File: src/rtl/bscan_pkg.sv
package bscan_pkg;

    localparam int DEF_PIN_W = 18;
    localparam int DEF_FB_TAP = 11;

    typedef enum logic [2:0] {
        OP_SAMPLE  = 3'd0,
        OP_EXTEST  = 3'd1,
        OP_SIGN    = 3'd2,
        OP_PATGEN  = 3'd3,
        OP_SIGNCNT = 3'd4
    } scan_op_e;

    typedef struct packed {
        logic drive_pins;
        logic sig_on;
        logic gen_on;
        logic cnt_on;
    } scan_mode_t;

    function automatic scan_mode_t decode_op(input logic [2:0] code);
        scan_mode_t m;
        m = '0;
        case (code)
            OP_EXTEST:  m.drive_pins = 1'b1;
            OP_SIGN:    begin m.drive_pins = 1'b1; m.sig_on = 1'b1; end
            OP_PATGEN:  begin m.drive_pins = 1'b1; m.gen_on = 1'b1; end
            OP_SIGNCNT: begin m.drive_pins = 1'b1; m.sig_on = 1'b1; m.cnt_on = 1'b1; end
            default:    m = '0;
        endcase
        return m;
    endfunction

endpackage

File: src/rtl/bscan_lfsr_next.sv
module bscan_lfsr_next #(
    parameter int W   = 18,
    parameter int TAP = 11
) (
    input  logic [W-1:0] state,
    input  logic [W-1:0] inject,
    output logic [W-1:0] nxt
);
    logic fb;

    always_comb begin
        fb  = state[W-1] ^ state[TAP-1];
        nxt = {state[W-2:0], fb} ^ inject;
    end
endmodule

File: src/rtl/bscan_cap_side.sv
module bscan_cap_side #(
    parameter int W   = 18,
    parameter int TAP = 11
) (
    input  logic         clk,
    input  logic         rst,
    input  logic         do_cap,
    input  logic         do_shift,
    input  logic         do_sig,
    input  logic [W-1:0] pin_in,
    input  logic         ser_in,
    output logic [W-1:0] cells,
    output logic         ser_out
);
    logic [W-1:0] sig_nxt;

    bscan_lfsr_next #(.W(W), .TAP(TAP)) u_sig (
        .state  (cells),
        .inject (pin_in),
        .nxt    (sig_nxt)
    );

    // capture wins over shift, shift over a signature step
    always_ff @(posedge clk) begin
        if (rst)
            cells <= '0;
        else if (do_cap)
            cells <= pin_in;
        else if (do_shift)
            cells <= {ser_in, cells[W-1:1]};
        else if (do_sig)
            cells <= sig_nxt;
    end

    assign ser_out = cells[0];
endmodule

File: src/rtl/bscan_upd_side.sv
module bscan_upd_side #(
    parameter int           W    = 18,
    parameter int           TAP  = 11,
    parameter logic [W-1:0] SEED = W'(1)
) (
    input  logic         clk,
    input  logic         rst,
    input  logic         do_load,
    input  logic         do_gen,
    input  logic         do_cnt,
    input  logic [W-1:0] load_val,
    output logic [W-1:0] cells
);
    logic [W-1:0] gen_nxt;
    logic         all_zero;

    bscan_lfsr_next #(.W(W), .TAP(TAP)) u_gen (
        .state  (cells),
        .inject ('0),
        .nxt    (gen_nxt)
    );

    assign all_zero = (cells == '0);

    // falling edge: forced values move only while the chain is still
    always_ff @(negedge clk) begin
        if (rst)
            cells <= '0;
        else if (do_load)
            cells <= load_val;
        else if (do_gen)
            cells <= all_zero ? SEED : gen_nxt;
        else if (do_cnt)
            cells <= cells + W'(1);
    end
endmodule

File: src/rtl/xcvr_bscan_ring.sv
module xcvr_bscan_ring
    import bscan_pkg::*;
#(
    parameter int                PIN_W  = DEF_PIN_W,
    parameter int                FB_TAP = DEF_FB_TAP,
    parameter logic [PIN_W-1:0]  RESEED = PIN_W'(1)
) (
    input  logic             tck,
    input  logic             rst,
    input  logic [2:0]       op,
    input  logic             st_capture,
    input  logic             st_shift,
    input  logic             st_idle,
    input  logic             st_update,
    input  logic             tdi,
    output logic             tdo,
    input  logic [PIN_W-1:0] a_pin_in,
    input  logic [PIN_W-1:0] b_pin_in,
    input  logic [PIN_W-1:0] core_b2a,
    input  logic [PIN_W-1:0] core_a2b,
    output logic [PIN_W-1:0] a_pin_out,
    output logic [PIN_W-1:0] b_pin_out,
    output logic             test_mode
);
    localparam int SIDES = 2;
    localparam int SIDE_A = 0;
    localparam int SIDE_B = 1;

    scan_mode_t       mode;
    logic [PIN_W-1:0] side_pin [SIDES];
    logic [PIN_W-1:0] cap_q    [SIDES];
    logic [PIN_W-1:0] upd_q    [SIDES];
    logic [SIDES:0]   ser_link;

    assign mode = decode_op(op);

    assign side_pin[SIDE_A] = a_pin_in;
    assign side_pin[SIDE_B] = b_pin_in;
    assign ser_link[SIDES]  = tdi;

    for (genvar gs = 0; gs < SIDES; gs++) begin : g_side
        bscan_cap_side #(.W(PIN_W), .TAP(FB_TAP)) u_cap (
            .clk      (tck),
            .rst      (rst),
            .do_cap   (st_capture),
            .do_shift (st_shift),
            .do_sig   (mode.sig_on & st_idle),
            .pin_in   (side_pin[gs]),
            .ser_in   (ser_link[gs+1]),
            .cells    (cap_q[gs]),
            .ser_out  (ser_link[gs])
        );

        bscan_upd_side #(.W(PIN_W), .TAP(FB_TAP), .SEED(RESEED)) u_upd (
            .clk      (tck),
            .rst      (rst),
            .do_load  (st_update),
            .do_gen   (mode.gen_on & st_idle),
            .do_cnt   (mode.cnt_on & st_idle),
            .load_val (cap_q[gs]),
            .cells    (upd_q[gs])
        );
    end

    assign tdo       = ser_link[0];
    assign test_mode = mode.drive_pins;

    always_comb begin
        if (mode.drive_pins) begin
            a_pin_out = upd_q[SIDE_A];
            b_pin_out = upd_q[SIDE_B];
        end else begin
            a_pin_out = core_b2a;
            b_pin_out = core_a2b;
        end
    end
endmodule

File: config.mk
export PLATFORM = sky130hd
export DESIGN_NAME = xcvr_bscan_ring
export DESIGN_NICKNAME = d
export VERILOG_FILES = /design/src/rtl/bscan_pkg.sv /design/src/rtl/bscan_lfsr_next.sv /design/src/rtl/bscan_cap_side.sv /design/src/rtl/bscan_upd_side.sv /design/src/rtl/xcvr_bscan_ring.sv
export SDC_FILE = /design/constraint.sdc
export NUM_CORES = 1
export LEC_CHECK = 0
export BUFFER_PORTS_ARGS = -buffer_cell sky130_fd_sc_hd__buf_2
export CORE_MARGIN = 1.5
export CORE_UTILIZATION = 45
export CTS_CLUSTER_SIZE = 20
export DETAILED_ROUTE_END_ITERATION = 6
export PLACE_DENSITY = 0.77
export SETUP_SLACK_MARGIN = 0.05
export SYNTH_ARGS = -nofsm -noshare
export SYNTH_HDL_FRONTEND = slang
export SYNTH_SLANG_ARGS = --single-unit
export TNS_END_PERCENT = 50
File: constraint.sdc
create_clock -name tck -period 2.2 [get_ports tck]
set_input_delay 0.44 -clock tck [delete_from_list [all_inputs] [get_ports tck]]
set_output_delay 0.44 -clock tck [all_outputs]
set_load 0.03 [all_outputs]
# --- Word-level counts from Yosys, hierarchy flattened ---
# Cells that the tools add are included.
word_totals:
  regBits: 72
  out_inout_bits: 38
  word_cells: 45
  in_bits: 82
classes:
  addsub: 2
  eq_ne: 4
  mux: 20
  n_reduce_logical: 6
  bitwise: 9
ops:
  columns: ["cell", "count"]
  rows:
  - ["18-bit 2-to-1 mux", 16]
  - ["18-bit by 1-bit adder with 18-bit output (second input constant)", 2]
  - ["18-bit zero test", 2]
  - ["18-bit XOR", 2]
  - ["3-bit by 2-bit equality test with 1-bit output (second input constant)", 2]
  - ["3-bit nonzero test", 2]
  - ["1-bit 2-to-1 mux", 4]
  - ["4-bit OR reduction", 1]
  - ["1-bit XOR", 4]
  - ["1-bit bitwise AND", 3]
  - ["3-bit by 1-bit equality test with 1-bit output (second input constant)", 1]
  - ["3-bit equality test (second input constant)", 1]
  - ["2-bit OR reduction", 1]

# --- Longest topological paths before layout ---
# Gate-level depths: netlist of the first run.
logic_depth:
  depth_word: 7
  depth_mapped: 8
  depth_no_buf: 7

# --- Modules after synthesis ---
# Synthesis of the first run repeated with hierarchy kept, for this count alone.
hier_totals:
  hier_cells: 699
  hier_area_um2: 6203.4
by_module_without_submodules:
  columns: ["mod", "n_inst", "area_per_inst_um2", "cells_per_inst"]
  rows:
  - ["bscan_upd_side", 2, 1391.3, 187]
  - ["bscan_cap_side", 2, 1056.0, 104]
  - ["bscan_lfsr_next", 4, 172.7, 18]
  - ["xcvr_bscan_ring", 1, 618.1, 45]

==> run_results.csv, run 1 <==
group,metric,value,unit
run_status,status,"complete, but fails checks",
run_status,violations,"negative setup slack",
worst_hold_path,hp-class,"primary input to register",
logic_synthesis,synth_area_leaders,"dfxtp_1 26%, mux2_2 14%, xnor2_1 7.4%",
logic_synthesis,synth_fp_nets,752,
detailed_routing,vias_per_cell,5.883,
die,initial_utilization,46.24,%
global_route,grt_pass1_wl,27770,um
finish,n_antenna_cell,0,
logic_synthesis,yosysWarningCount,0,
critical_path,crit_family,"flip-flops",
finish,layout-drive-gt1-share,42.60,%
detailed_routing,antenna_left,0,
clock_tree,root_buffer,"clkbuf_16",
die,die_w,114.1,um
global_route,grt.total_usage,27.01,%
sta,tightest_slew,612.1,ps
logic_synthesis,synth_top_area_share,25.95,%
clock_tree,clk_pin_slew,60,ps
critical_path,crit_start,"g_side[0].u_upd.cells[15]$_SDFFE_NP0P_",
sta,setup_slack,-491.0,ps
sta,maxSlewViolCount,0,
logic_synthesis,ys_ff_latch,72,
finish,fin_nets,966,
critical_path,crit_path_end_kind,"output pin",
sta,setup_viol,71,
critical_path,crit_end,"a_pin_out[15]",
place,dp_slack,-729.3,ps
critical_path,slowest_delay,330,ps
detailed_routing,wl,17740,um
critical_path,path_cells,"mux2_4 -> buf_6",
critical_path,r2r_cells,8,
critical_path,start_kind,"register",
critical_path,r2r_end,"g_side[0].u_upd.cells[12]$_SDFFE_NP0P_",
detailed_routing,vias,6071,
critical_path,cp.arrival,2250,ps
die,core-area,12010,um^2
logic_synthesis,ys_seq_area_share,25.95,%
global_route,grt_pass1_vias,5788,
clock_tree,cts-hold-fix-buffers,0,
die,io-pin-count,120,
logic_synthesis,post_synth_num_cell_types,71,
clock_tree,cts.sinks,72,
die,rows,40,
critical_path,r2r_start,"g_side[0].u_upd.cells[1]$_SDFFE_NP0P_",
sta,slew_headroom,58.62,%
logic_synthesis,synth_edf_count,0,
clock_tree,clk-insertion-delay-late,410,ps
detailed_routing,drt_iter0_drc,420,
power,p_total,4589,uW
global_route,grt_max_degree,38,
finish,mostFrequentLayoutCells,"90 x buf_4, 79 x buf_2, 73 x nand2_1, 57 x nor2_1, 50 x inv_1",
sta,tns,-21600,ps
sta,rsz0062_at_grt,"true",
logic_synthesis,yosysTopAreaCell,"dfxtp_1",
critical_path,r2r_setup_slack,-10,ps
logic_synthesis,syn_avg_cell_area,8.339,um^2
finish,fillers,935,
clock_tree,cts_buffers,9,
logic_synthesis,netlist_instances,666,
sta,fin_hold_ws,346.3,ps
logic_synthesis,synth_flop_cell,"dfxtp_1",
power,ir_drop,0.4556,mV
detailed_routing,avgRoutedWirePerCell,17.19,um
logic_synthesis,syn_area,5554,um^2
global_route,overflow,0,
place,io_buffers,119,
sta,clock_skew,65.75,ps
critical_path,required,1760,ps
critical_path,path_class,"register to output pin",
power,p_leak,0.003564,uW
die,die_area,13020,um^2
power,power_density,578.5,nW/um^2
place,dp_hpwl,12390,um
detailed_routing,drt_pre_antenna_iters,5,
critical_path,crit_cells,2,
clock_tree,clock_path_buffers,2,
clock_tree,tritoncts,"built",
clock_tree,h-tree-depth,3,
flow_run,drv_cap,0,
global_route,antenna_found_initial,0,
logic_synthesis,async_reset_ff_share,0,%
finish,mostFrequentLayoutCell,"buf_4",
die,die_y,114.1,um
place,gp_congestion,0.9447,
critical_path,path_buf_inv,1,
detailed_routing,drcViolationCount,0,
critical_path,slowest_stage,"dfxtp_2",
finish,syn2layout_area_growth,42.82,%
critical_path,crit_fanout,2,
sta,hold_violations,0,
==> state kept, by name (all words and copies together) (netlist names) <==
signal	count
g_side.u_cap.cells	36
g_side.u_upd.cells	36
==> metrics by stage <==
step | instance area [um^2] | instances | util [%]
after floorplan | 5670 | 666 | -
after global routing | 7933 | 1032 | 66.04
final | 7933 | 1032 | 66.04
after global placement | 6934 | 974 | 57.73
after detailed placement | 6934 | 974 | 57.73
after CTS | 7871 | 1030 | 65.53
==> cell type report <==
class / instances / area [um^2] / area share, %
multi-input cells: 525 / 4071 / 51.32
clock buffers: 11 / 236.5 / 2.981
repair buffers: 223 / 1744 / 21.99
inverters: 13 / 48.80 / 0.6151
well taps: 147 / 183.9 / 2.319
flip-flops and latches: 72 / 1480 / 18.66
clock inverters: 41 / 167.7 / 2.114
==> repair_timing <==
action                                  in CTS  in global routing
resized for setup                          160                 21
setup buffers                                5                  2
endpoints found under the setup margin      72                 73
pin swaps                                    7                  2
==> synthesized netlist by cell type (4+ instances only) <==
master / count
inv_1: 13
xor2_1: 5
o211a_1: 4
nor2_1: 63
dfxtp_1: 72
nand2_1: 73
a21oi_1: 23
nor4_1: 4
o21ai_0: 49
o31ai_1: 7
nand4_1: 8
buf_2: 16
ha_1: 4
xnor2_1: 47
a221oi_1: 5
nand3_1: 10
nor3_1: 15
clkbuf_1: 27
o22ai_1: 5
buf_6: 7
o211ai_1: 6
o221ai_1: 5
a31oi_1: 5
a22o_1: 12
mux2i_1: 40
mux2_2: 70
==> layer usage <==
metal | share of wire, % | track usage [%] | vias up
met5 | 0 | 0 | -
met2 | 46 | 42.01 | 338
li1 | - | - | 2854
met3 | 9.0 | 8.152 | 68
met4 | 3.3 | 11.25 | 0
met1 | 42 | 34.91 | 2811
==> cell families (layout without fill, tap and decap cells) <==
kind of cell             Yosys count  count (layout)  synth area share (%)
adder cells (fa/ha/maj)            4               4                0.9011
XOR/XNOR                          53              53                 8.493
buffers and inverters             69             288                 6.128
flip-flops                        72              72                 25.95
multiplexers                     110             110                 21.40
AND/OR/NAND/NOR                  205             205                 18.38
AO/OA/AOI/OAI                    153             153                 18.74
==> where the power goes <==
group          switching, uW  internal, uW  total, uW  leakage, uW
combinational            697           736       1430      0.00262
sequential               105          1400       1510     0.000606
clock                    742           905       1650     0.000338
==> worst min path at each step <==
| stage | startpoint | endpoint | slack, ps | depth (start not counted) |
|---|---|---|---|---|
| final | b_pin_in[0] | g_side[1].u_cap.cells[0]$_SDFFE_PP0P_ | 350 | 2 |
| after global routing | b_pin_in[0] | g_side[1].u_cap.cells[0]$_SDFFE_PP0P_ | 360 | 2 |
| after CTS | b_pin_in[0] | g_side[1].u_cap.cells[0]$_SDFFE_PP0P_ | 340 | 2 |
| after detailed placement | g_side[0].u_upd.cells[13]$_SDFFE_NP0P_ | g_side[0].u_upd.cells[14]$_SDFFE_NP0P_ | 610 | 3 |
| after global placement | g_side[0].u_upd.cells[13]$_SDFFE_NP0P_ | g_side[0].u_upd.cells[14]$_SDFFE_NP0P_ | 600 | 3 |
| after floorplan | g_side[0].u_upd.cells[0]$_SDFFE_NP0P_ | g_side[0].u_upd.cells[1]$_SDFFE_NP0P_ | 510 | 2 |
No activity file was read; power rests on OpenSTA's default activity.
==> run 2: changes to the inputs <==
CTS_BUF_LIST = sky130_fd_sc_hd__clkbuf_16   (was not set)
CTS_CLUSTER_DIAMETER = 150   (was not set)
==> run_results.csv, run 2 (synthesized netlist as in run 1, its figures left out) <==
group,metric,value,unit
run_status,status,"complete, but fails checks",
run_status,violations,"negative setup slack",
detailed_routing,avgRoutedWirePerCell,17.22,um
finish,mostFrequentLayoutCells,"90 x buf_4, 79 x buf_2, 73 x nand2_1, 57 x nor2_1, 52 x inv_1",
power,p_int,3023,uW
clock_tree,h-tree-depth,3,
critical_path,crit_family,"flip-flops",
power,ir_drop,0.4474,mV
worst_hold_path,holdCritStartpoint,"b_pin_in[0]",
clock_tree,cts_buffers,9,
critical_path,path_buf_inv,1,
power,p_comb_share,31.4,%
critical_path,start_kind,"register",
die,rows,40,
worst_hold_path,hp-class,"primary input to register",
flow_run,drv_cap,0,
clock_tree,root_buffer,"clkbuf_16",
critical_path,crit_fanout,2,
critical_path,crit_start,"g_side[0].u_upd.cells[15]$_SDFFE_NP0P_",
detailed_routing,drt_pre_antenna_iters,5,
global_route,grt_pass1_wl,27720,um
sta,tightest_slew,594.1,ps
critical_path,path_class,"register to output pin",
finish,reg_top3,"g_side.u_cap.cells: 36 flops, g_side.u_upd.cells: 36 flops",
detailed_routing,vias_per_cell,5.917,
finish,mostFrequentLayoutCell,"buf_4",
finish,fin_nets,966,
sta,slew_headroom,59.83,%
global_route,grt.total_usage,26.97,%
finish,seq_area,1480,um^2
sta,maxSlewViolCount,0,
die,die_area,13020,um^2
finish,layout-drive-gt1-share,42.49,%
die,die_w,114.1,um
power,swShare,33.79,%
global_route,grt_max_degree,38,
critical_path,r2r_end,"g_side[0].u_upd.cells[12]$_SDFFE_NP0P_",
power,power_frac_clock,35.5,%
global_route,antenna_found_initial,0,
die,die_y,114.1,um
detailed_routing,vias,6106,
finish,multi_input_area,4071,um^2
clock_tree,clock_path_buffers,2,
sta,setup_slack,-494.1,ps
sta,rsz0062_at_grt,"true",
place,gp_congestion,0.9447,
critical_path,crit_path_end_kind,"output pin",
place,dp_hpwl,12390,um
clock_tree,clk_pin_slew,50,ps
global_route,overflow,0,
worst_hold_path,min_to,"g_side[1].u_cap.cells[0]$_SDFFE_PP0P_",
critical_path,r2r_start,"g_side[0].u_upd.cells[1]$_SDFFE_NP0P_",
worst_hold_path,holdPathStages,2,
power,netSwitchingPower,1543,uW
critical_path,r2r_cells,8,
place,io_buffers,119,
detailed_routing,drt_iter0_drc,458,
detailed_routing,wl,17770,um
die,core-area,12010,um^2
clock_tree,clk-insertion-delay-late,410,ps
detailed_routing,drcViolationCount,0,
die,io-pin-count,120,
power,p_seq_share,33.1,%
sta,setup_viol,72,
finish,fillers,934,
clock_tree,tritoncts,"built",
critical_path,required,1760,ps
finish,n_antenna_cell,0,
finish,final_cells,1032,
finish,syn2layout_area_growth,42.76,%
detailed_routing,antenna_left,0,
critical_path,cp.arrival,2250,ps
sta,hold_violations,0,
place,numPlacedInstances,974,
die,initial_utilization,46.24,%
clock_tree,cts.sinks,72,
critical_path,slowest_delay,330,ps
power,power_density,575.8,nW/um^2
global_route,grt_pass1_vias,5780,
critical_path,slowest_stage,"dfxtp_2",
sta,tns,-21640,ps
power,p_leak,0.003569,uW
critical_path,path_cells,"mux2_4 -> buf_6",
critical_path,r2r_setup_slack,-30,ps
sta,clock_skew,66.75,ps
run 2: cell type report:
type | instances | share of cell area (%)
timing repair buffer | 223 | 22.00
tap | 147 | 2.320
multi-input combinational | 525 | 51.35
sequential | 72 | 18.67
inverter | 13 | 0.6154
clock buffer | 9 | 2.840
clock inverter | 43 | 2.209
run 2: power by group through the flow:
| stage | combinational [uW] | sequential [uW] | clock (uW) |
|---|---|---|---|
| after floorplan | 826 | 1510 | 103 |
| after global placement | 1200 | 1520 | 103 |
| after detailed placement | 1220 | 1520 | 103 |
| after CTS | 1400 | 1500 | 1630 |
| after global routing | 1530 | 1520 | 1750 |
| final | 1430 | 1510 | 1620 |
run 2: metrics by stage:
step                      area [um^2]  util (%)  setup WS, ps  hold WS, ps  total power, uW
after floorplan                  5670         -        -573.6        509.0             2435
after global placement           6934     57.73        -698.5        597.0             2825
after CTS                        7868     65.50        -468.1        340.7             4543
final                            7929     66.01        -494.1        349.6             4566
after global routing             7929     66.01        -502.3        355.6             4797
after detailed placement         6934     57.73        -729.3        614.1             2846
run 2: routing by layer:
| layer | GRT usage [%] | share of wire, % |
|---|---|---|
| met2 | 42.01 | 46 |
| met4 | 11.25 | 3.2 |
| met1 | 34.81 | 42 |
| met3 | 8.152 | 9.2 |
| met5 | 0 | 0 |
run 2: worst register-to-register path, cell delays in order (launching register included):
cell and delay, ps:
dfxtp_2 310, buf_4 140, inv_1 110, ha_1 170, or4b_1 480, nor4_4 240
a211oi_2 140, buf_4 180, a221o_1 330
run 2: repair_timing:
| item | in CTS | in global routing |
|---|---|---|
| resized for setup | 160 | 21 |
| endpoints found under the setup margin | 72 | 73 |
| hold buffers | 0 | 0 |
| pin swaps | 7 | 2 |
| buffers inserted | 5 | 2 |
run 2: worst max path at each step:
stage / endpoint / slack, ps / cells after the start
CTS: a_pin_out[15] / -470 / 2
detailed placement: g_side[1].u_upd.cells[5]$_SDFFE_NP0P_ / -730 / 6
finish: a_pin_out[15] / -490 / 2
global route: a_pin_out[15] / -500 / 2
floorplan: g_side[0].u_upd.cells[10]$_SDFFE_NP0P_ / -570 / 7
global placement: g_side[0].u_upd.cells[12]$_SDFFE_NP0P_ / -700 / 7
==> run 3: changes to the inputs <==
CTS_BUF_LIST = sky130_fd_sc_hd__clkbuf_4   (was sky130_fd_sc_hd__clkbuf_16)
MAX_ROUTING_LAYER = met4   (was not set)
==> run_results.csv, run 3 (synthesized netlist as in run 1, its figures left out) <==
group,metric,value,unit
power,ir_drop,0.3628,mV
clock_tree,clk-insertion-delay-late,500,ps
sta,fin_hold_ws,231.7,ps
detailed_routing,antenna_left,0,
place,dp_hpwl,12610,um
finish,mostFrequentLayoutCell,"buf_4",
sta,slew_headroom,57.41,%
run_status,status,"complete, but fails checks",
sta,setup_viol,69,
finish,n_antenna_cell,0,
power,p_leak,0.003526,uW
detailed_routing,vias,6115,
finish,final_cells,1029,
power,p_seq_share,34.5,%
global_route,grt.total_usage,28.86,%
power,p_int,2843,uW
die,io-pin-count,120,
sta,tns,-22100,ps
detailed_routing,drt_iter0_drc,584,
global_route,antenna_found_initial,0,
sta,maxSlewViolCount,0,
power,swShare,34.87,%
finish,post-route-util,65.43,%
die,die_w,114.1,um
sta,clock_skew,54.96,ps
detailed_routing,vias_per_cell,5.943,
critical_path,required,1760,ps
critical_path,r2r_setup_slack,-10,ps
finish,final_cell_area,7859,um^2
critical_path,r2r_start,"g_side[0].u_upd.cells[10]$_SDFFE_NP0P_",
sta,hold_violations,0,
detailed_routing,drcViolationCount,0,
critical_path,crit_start,"g_side[0].u_upd.cells[14]$_SDFFE_NP0P_",
finish,mostFrequentLayoutCells,"87 x buf_4, 79 x buf_2, 73 x nand2_1, 59 x nor2_1",
global_route,grt_max_degree,43,
critical_path,start_kind,"register",
detailed_routing,wl,18030,um
clock_tree,tritoncts,"built",
clock_tree,cts.sinks,72,
die,die_area,13020,um^2
sta,setup_slack,-579.1,ps
die,core-area,12010,um^2
critical_path,crit_path_end_kind,"output pin",
worst_hold_path,hp-class,"primary input to register",
sta,rsz0062_at_grt,"true",
critical_path,cp.arrival,2340,ps
critical_path,path_class,"register to output pin",
finish,layout-drive-gt1-share,43.08,%
finish,fin_nets,963,
power,p_comb_share,33.0,%
finish,syn2layout_area_growth,41.50,%
place,io_buffers,119,
place,postPlaceCellArea,6914,um^2
clock_tree,root_buffer,"clkbuf_4",
die,rows,40,
power,power_frac_clock,32.4,%
flow_run,drv_cap,0,
power,power_density,555.4,nW/um^2
run_status,violations,"negative setup slack",
global_route,grt_pass1_vias,5880,
die,die_y,114.1,um
global_route,overflow,0,
place,numPlacedInstances,973,
clock_tree,clock_path_buffers,2,
detailed_routing,avgRoutedWirePerCell,17.52,um
detailed_routing,drt_pre_antenna_iters,5,
die,initial_utilization,46.24,%
critical_path,crit_fanout,2,
global_route,grt_pass1_wl,28590,um
sta,tightest_slew,629.9,ps
finish,reg_top3,"g_side.u_cap.cells: 36 flops, g_side.u_upd.cells: 36 flops",
worst_hold_path,holdCritStartpoint,"a_pin_in[12]",
clock_tree,cts_buffers,9,
place,gp_congestion,0.9730,
power,netSwitchingPower,1522,uW
clock_tree,clk_pin_slew,140,ps
clock_tree,h-tree-depth,3,
==> run 3: layout make-up <==
type | count | area (um^2)
fillers | 954 | 4153
repair buffers | 220 | 1709
well taps | 147 | 183.9
clock buffers | 9 | 67.56
flip-flops and latches | 72 | 1480
multi-input cells | 525 | 4114
inverters | 13 | 48.80
clock inverters | 43 | 255.2
==> run 3: power by group through the flow <==
stage,logic (uW),registers (uW),clock network (uW)
floorplan,826,1510,103
detailed placement,1220,1520,103
finish,1440,1510,1420
global placement,1200,1520,103
CTS,1410,1500,1410
global route,1540,1520,1530
==> run 3: worst paths after layout <==
path	cells after the start	end
worst min register to register	3	g_side[0].u_upd.cells[14]$_SDFFE_NP0P_
worst min-delay path	3	g_side[0].u_cap.cells[12]$_SDFFE_PP0P_
worst max register to register	6	g_side[0].u_upd.cells[12]$_SDFFE_NP0P_
worst max-delay path	2	a_pin_out[14]
==> run 3: through the flow <==
stage,setup slack (ps),total power (uW)
floorplan,-573.6,2435
global placement,-737.0,2825
detailed placement,-750.1,2847
CTS,-572.5,4327
global route,-595.5,4582
finish,-579.1,4365
==> run 3: critical path: stages (launching register included) <==
cell and delay (ps):
dfxtp_2 330, mux2_4 270, buf_6 140
==> run 3: routing by layer <==
| metal | GRT usage [%] | routed length [um] | up-vias |
|---|---|---|---|
| met3 | 7.517 | 1827 | 60 |
| met4 | 10.58 | 461 | 0 |
| met2 | 44.14 | 8170 | 366 |
| li1 | - | - | 2851 |
| met1 | 36.80 | 7569 | 2838 |
| met5 | - | 0 | - |
==> run 3: repair_timing <==
item                       in CTS  in global routing
setup endpoints to repair      72                 72
gates resized for setup       170                 14
hold buffers                    0                  0
setup buffers                   4                  1
pin swaps                      14                  9
cloned                          0                  0
